===== src/rtl/slt_pkg.sv =====
package slt_pkg;
  localparam int ILEN    = 32;
  localparam int RIDX_W  = 5;
  localparam int OPC_W   = 6;
  localparam int IMM_W   = 16;

  localparam logic [OPC_W-1:0] OPC_REGFORM = 6'b000000;
  localparam logic [OPC_W-1:0] OPC_IMM_S   = 6'b001010;
  localparam logic [OPC_W-1:0] OPC_IMM_U   = 6'b001011;
  localparam logic [5:0]       FN_LT_S     = 6'b101010;
  localparam logic [5:0]       FN_LT_U     = 6'b101011;

  typedef struct packed {
    logic              hit;
    logic              uns;
    logic              use_imm;
    logic [RIDX_W-1:0] src;
    logic [RIDX_W-1:0] dst;
  } slt_dec_t;

  function automatic logic [OPC_W-1:0] f_opcode(input logic [ILEN-1:0] w);
    return w[31:26];
  endfunction

  function automatic logic [RIDX_W-1:0] f_rs(input logic [ILEN-1:0] w);
    return w[25:21];
  endfunction

  function automatic logic [RIDX_W-1:0] f_rt(input logic [ILEN-1:0] w);
    return w[20:16];
  endfunction

  function automatic logic [RIDX_W-1:0] f_rd(input logic [ILEN-1:0] w);
    return w[15:11];
  endfunction

  function automatic logic [4:0] f_shamt(input logic [ILEN-1:0] w);
    return w[10:6];
  endfunction

  function automatic logic [5:0] f_funct(input logic [ILEN-1:0] w);
    return w[5:0];
  endfunction
endpackage


===== src/rtl/slt_decode.sv =====
module slt_decode
  import slt_pkg::*;
#(
  parameter int XLEN = 32
) (
  input  logic [ILEN-1:0] instr,
  output slt_dec_t        dec,
  output logic [XLEN-1:0] imm_ext
);
  logic [OPC_W-1:0] opc;
  logic             is_regform;
  logic             shamt_zero;
  logic             fn_signed;
  logic             fn_unsigned;
  logic             reg_hit;
  logic             imm_hit;

  assign opc         = f_opcode(instr);
  assign is_regform  = (opc == OPC_REGFORM);
  assign shamt_zero  = (f_shamt(instr) == 5'd0);
  assign fn_signed   = (f_funct(instr) == FN_LT_S);
  assign fn_unsigned = (f_funct(instr) == FN_LT_U);
  assign reg_hit     = is_regform && shamt_zero && (fn_signed || fn_unsigned);
  assign imm_hit     = (opc == OPC_IMM_S) || (opc == OPC_IMM_U);

  assign imm_ext = {{(XLEN-IMM_W){instr[IMM_W-1]}}, instr[IMM_W-1:0]};

  always_comb begin
    dec = '0;
    if (reg_hit) begin
      dec.hit     = 1'b1;
      dec.uns     = fn_unsigned;
      dec.use_imm = 1'b0;
      dec.src     = f_rs(instr);
      dec.dst     = f_rd(instr);
    end else if (imm_hit) begin
      dec.hit     = 1'b1;
      dec.uns     = (opc == OPC_IMM_U);
      dec.use_imm = 1'b1;
      dec.src     = f_rs(instr);
      dec.dst     = f_rt(instr);
    end
  end
endmodule


===== src/rtl/slt_compare.sv =====
module slt_compare #(
  parameter int XLEN = 32
) (
  input  logic [XLEN-1:0] lhs,
  input  logic [XLEN-1:0] rhs,
  input  logic            uns,
  output logic            lt
);
  logic            sign_differs;
  logic            mag_lt;

  assign sign_differs = lhs[XLEN-1] ^ rhs[XLEN-1];
  assign mag_lt       = (lhs < rhs);

  always_comb begin
    if (sign_differs)
      lt = uns ? rhs[XLEN-1] : lhs[XLEN-1];
    else
      lt = mag_lt;
  end
endmodule


===== src/rtl/slt_outstage.sv =====
module slt_outstage #(
  parameter int  XLEN    = 32,
  parameter int  RIDX_W  = 5,
  parameter bit  OUT_REG = 1'b1
) (
  input  logic              clk,
  input  logic              rst_n,
  input  logic [XLEN-1:0]   d_res,
  input  logic [RIDX_W-1:0] d_src,
  input  logic [RIDX_W-1:0] d_dst,
  input  logic              d_wen,
  input  logic              d_unk,
  output logic [XLEN-1:0]   q_res,
  output logic [RIDX_W-1:0] q_src,
  output logic [RIDX_W-1:0] q_dst,
  output logic              q_wen,
  output logic              q_unk
);
  generate
    if (OUT_REG) begin : g_reg
      always_ff @(posedge clk or negedge rst_n) begin
        if (!rst_n) begin
          q_res <= '0;
          q_src <= '0;
          q_dst <= '0;
          q_wen <= 1'b0;
          q_unk <= 1'b0;
        end else begin
          q_res <= d_res;
          q_src <= d_src;
          q_dst <= d_dst;
          q_wen <= d_wen;
          q_unk <= d_unk;
        end
      end
    end else begin : g_pass
      assign q_res = d_res;
      assign q_src = d_src;
      assign q_dst = d_dst;
      assign q_wen = d_wen;
      assign q_unk = d_unk;
    end
  endgenerate
endmodule


===== src/rtl/slt_unit.sv =====
module slt_unit
  import slt_pkg::*;
#(
  parameter int XLEN    = 32,
  parameter bit OUT_REG = 1'b1
) (
  input  logic              clk,
  input  logic              rst_n,
  input  logic [ILEN-1:0]   instr_i,
  input  logic [XLEN-1:0]   src_val_i,
  input  logic [XLEN-1:0]   tgt_val_i,
  output logic [XLEN-1:0]   result_o,
  output logic [RIDX_W-1:0] src_idx_o,
  output logic [RIDX_W-1:0] dst_idx_o,
  output logic              wr_en_o,
  output logic              unknown_o
);
  slt_dec_t        dec;
  logic [XLEN-1:0] imm_ext;
  logic [XLEN-1:0] rhs_sel;
  logic            cmp_lt;
  logic [XLEN-1:0] c_res;
  logic            c_wen;
  logic            c_unk;
  logic            dst_is_zero;

  slt_decode #(.XLEN(XLEN)) u_dec (
    .instr   (instr_i),
    .dec     (dec),
    .imm_ext (imm_ext)
  );

  assign rhs_sel = dec.use_imm ? imm_ext : tgt_val_i;

  slt_compare #(.XLEN(XLEN)) u_cmp (
    .lhs (src_val_i),
    .rhs (rhs_sel),
    .uns (dec.uns),
    .lt  (cmp_lt)
  );

  assign dst_is_zero = (dec.dst == '0);
  assign c_res       = {{(XLEN-1){1'b0}}, dec.hit & cmp_lt};
  assign c_wen       = dec.hit & ~dst_is_zero;
  assign c_unk       = ~dec.hit;

  slt_outstage #(.XLEN(XLEN), .RIDX_W(RIDX_W), .OUT_REG(OUT_REG)) u_out (
    .clk   (clk),
    .rst_n (rst_n),
    .d_res (c_res),
    .d_src (dec.src),
    .d_dst (dec.dst),
    .d_wen (c_wen),
    .d_unk (c_unk),
    .q_res (result_o),
    .q_src (src_idx_o),
    .q_dst (dst_idx_o),
    .q_wen (wr_en_o),
    .q_unk (unknown_o)
  );

  // register form writes to bits [15:11]
  a_r1_regform_dst: assert property (@(posedge clk) disable iff (!rst_n)
    (dec.hit && !dec.use_imm) |-> (dec.dst == instr_i[15:11]));

  // immediate form writes to bits [20:16]
  a_r3_immform_dst: assert property (@(posedge clk) disable iff (!rst_n)
    (dec.hit && dec.use_imm) |-> (dec.dst == instr_i[20:16]));

  a_r4_imm_unsigned: assert property (@(posedge clk) disable iff (!rst_n)
    (instr_i[31:26] == OPC_IMM_U) |-> (dec.hit && dec.uns));

  a_r5_result_boolean: assert property (@(posedge clk) disable iff (!rst_n)
    result_o[XLEN-1:1] == '0);

  a_r6_shamt_reject: assert property (@(posedge clk) disable iff (!rst_n)
    (instr_i[31:26] == OPC_REGFORM && instr_i[10:6] != 5'd0) |-> !dec.hit);

  a_r7_unknown_quiet: assert property (@(posedge clk) disable iff (!rst_n)
    unknown_o |-> (!wr_en_o && result_o == '0 && dst_idx_o == '0 && src_idx_o == '0));

  a_r8_no_write_zero: assert property (@(posedge clk) disable iff (!rst_n)
    wr_en_o |-> (dst_idx_o != '0 && !unknown_o));
endmodule


===== config.mk =====
export PLATFORM = sky130hd
export DESIGN_NAME = slt_unit
export DESIGN_NICKNAME = d
export VERILOG_FILES = /design/src/rtl/slt_pkg.sv /design/src/rtl/slt_decode.sv /design/src/rtl/slt_compare.sv /design/src/rtl/slt_outstage.sv /design/src/rtl/slt_unit.sv
export SDC_FILE = /design/constraint.sdc
export NUM_CORES = 1
export LEC_CHECK = 0
export BUFFER_PORTS_ARGS = -buffer_cell sky130_fd_sc_hd__buf_2
export CORE_ASPECT_RATIO = 1.4
export CORE_MARGIN = 2
export CORE_UTILIZATION = 30
export CTS_BUF_LIST = sky130_fd_sc_hd__clkbuf_4
export DETAILED_ROUTE_END_ITERATION = 16
export SKIP_CTS_REPAIR_TIMING = 1
export SLEW_MARGIN = 20
export SYNTH_ARGS = -nofsm -noshare
export SYNTH_HDL_FRONTEND = slang
export SYNTH_SLANG_ARGS = --single-unit

===== constraint.sdc =====
create_clock -name clk -period 1.7 [get_ports clk]
set_clock_uncertainty 0.15 [all_clocks]
set_input_delay 0.51 -clock clk [delete_from_list [all_inputs] [get_ports clk]]
set_output_delay 0.51 -clock clk [all_outputs]
set_load 0.02 [all_outputs]

==> flow_summary.ini <==
[clock_network]
numCtsBuffers = 3
cts_tree = yes
root_buffer = clkbuf_4
clkTransAtPathRegs_ps = 80
cts.htree.levels = 1
cts_buffer_depth = 2
cts.sinks = 13

[placed_design]
gp_congestion = 0.839
place.detailed.hpwl_mm = 4.56
port_buffers = 110
place_ws_ps = -1280

[die]
fp.coreArea_um2 = 5530
io_pins = 142
start_util = 0.312
die-area_um2 = 6380
rows = 32
die_w_um = 68.1
die_h_um = 93.7

[hold_path]
hold_class = in -> reg
hold_path_end = u_out.q_src[4]
whs_path_depth = 2
min_from = instr_i[25]

[synthesis]
syn_area_um2 = 1730
synth_cell_types = 37
avgSynthCellArea_um2 = 8.99
ys_seq_area_frac = 0.189
yosys_warnings = 0
synthCells = 192
ys_ff_latch = 13

[pwr]
comb_power_share = 0.479
swShare = 0.343
switchingPower_uw = 339
clkPwrFrac = 0.204
seqPwrFrac = 0.317
p_leak_uw = 0.00149
ir_worst_vdd_mv = 0.136
p_per_area_nw_per_um2 = 394
p_int_uw = 649

[detailed_routing]
post_drt_wl_per_cell_um = 12.5
ant_nets = 0
drt-total-wl_mm = 4.99
dr.pass1.iters = 4
vias = 1872
viasPerCell = 4.69
first_iter_violations = 32
drc = 0

[grt]
groute.usage.overall = 0.156
grt_max_degree = 14
grt_first_pass_wirelength_mm = 7.68
first_global_vias = 1815
overflow = 0
antenna_found_initial = 0

[final_layout]
nets = 461
drive_gt1_frac = 0.459
area_growth_pct = 45.2
antenna_cells = 0
final_util = 0.454

[critical_path]
critical_path_required_ps = 1740
critPathTopFamily = compound AO/OA/AOI/OAI gates
crit_fanout = 6
critical_path_class = in -> reg
endpoint_kind = flop
arrival_ps = 2730
crit_top_cell = a221o_1
cp_slowest_cell = a221o_1
slowest_delay_ps = 310
worst-path-buf-inv = 1
crit_chain = buf_2 -> nor3_4 -> and3_1 -> and2_4 -> a21oi_1 -> ha_1 -> a21o_1 -> a221o_1 -> a221o_1 -> o31a_1 -> a211oi_2
worstSetupStartpointType = input port

[sta]
finalHoldViolations = 0
max_freq_mhz = 372
min_period_ps = 2690
fin_crit_sh = 1.58
fin_ws_ps = -988
setup_viol = 1
timing.setup.tns_ps = -988
rsz0062_at_grt = yes
slew_viol_final = 0

[run_status]
status = finished, violations left
violations = setup timing

[flow_run]
cap_violations = 0
[power groups by stage]
stage                     registers [uW]  logic [uW]  clock network, uW
after floorplan                      324         298                  0
after global placement               319         466                  0
after detailed placement             319         471                  0
after CTS                            313         474                212
after global routing                 314         535                225
final                                313         473                201
[routing by layer]
metal / share of wire / track usage
met1: 0.37 / 0.169
met4: 0.015 / 0.0567
met2: 0.52 / 0.292
met5: 0 / 0
met3: 0.098 / 0.0252
[metrics by stage]
stage	std cells	instance area (um^2)	hold slack, ps	power (uW)
final	399	2510	311	988
after global routing	399	2510	309	1070
after detailed placement	394	2460	264	790
after CTS	398	2490	-37.0	999
after floorplan	222	1870	64.4	622
after global placement	394	2460	257	785
[worst max path at each step]
stage,depth (start not counted),start,end
final,11,instr_i[30],u_out.q_res[0]
after global routing,10,instr_i[30],u_out.q_res[0]
after CTS,11,instr_i[30],u_out.q_res[0]
after detailed placement,11,instr_i[30],u_out.q_res[0]
after global placement,11,instr_i[30],u_out.q_res[0]
after floorplan,13,instr_i[30],u_out.q_res[0]
[cells in the mapped netlist, drive strengths merged]
master | number | share of area
a21o | 6 | 0.026
nand3 | 7 | 0.020
and3 | 1 | 0.0036
or2 | 1 | 0.0036
buf | 35 | 0.15
a31oi | 1 | 0.0036
dfrtp | 13 | 0.19
nor4b | 1 | 0.0051
and2 | 2 | 0.0073
nand4 | 7 | 0.025
o31a | 1 | 0.0051
a221o | 2 | 0.012
o211ai | 2 | 0.0087
o41ai | 2 | 0.010
nor4 | 1 | 0.0036
mux2i | 15 | 0.087
o21ai | 1 | 0.0029
clkbuf | 2 | 0.0044
nor2b | 6 | 0.022
nand2 | 4 | 0.013
a2111o | 1 | 0.0065
o21bai | 1 | 0.0044
nor2 | 6 | 0.015
conb | 1 | 0.0022
a21oi | 27 | 0.078
nor3 | 4 | 0.015
a211oi | 3 | 0.016
ha | 31 | 0.22
a22o | 5 | 0.025
nand3b | 2 | 0.0087
nand4bb | 1 | 0.0065
[logic make-up after synthesis]
family	count (synthesis)	synth area share
other cells	1	0.00217
compound gates	52	0.199
buf+inv	37	0.151
mux	15	0.0870
flops	13	0.189
simple gates	43	0.148
fa+ha+maj	31	0.225
[area by class of cell]
| cell class | count | area (um^2) |
|---|---|---|
| fillers | 577 | 3020 |
| well taps | 68 | 85.1 |
| multi-input cells | 172 | 1270 |
| repair buffers | 142 | 793 |
| flip-flops and latches | 13 | 325 |
| clock buffers | 4 | 30.0 |
[sequential cells by signal, summed over array words and instances (netlist names)]
name         count
u_out.q_dst      5
u_out.q_unk      1
u_out.q_wen      1
u_out.q_src      5
u_out.q_res      1
[cells in the final DEF (no fill, tap or decap), types with 2 or more instances in the layout]
| cell | count |
|---|---|
| nor2b_1 | 6 |
| nand4_1 | 7 |
| a21o_1 | 6 |
| a211oi_1 | 2 |
| nor3_1 | 3 |
| buf_4 | 31 |
| a22o_1 | 5 |
| conb_1 | 31 |
| buf_2 | 110 |
| ha_1 | 31 |
| mux2i_1 | 15 |
| o41ai_1 | 2 |
| o211ai_1 | 2 |
| a221o_1 | 2 |
| dfrtp_1 | 13 |
| nand3b_1 | 2 |
| nand3_1 | 6 |
| a21oi_1 | 27 |
| clkbuf_4 | 4 |
| nor2_1 | 5 |
| nand2_1 | 3 |
(Power assumes the default switching activity.)
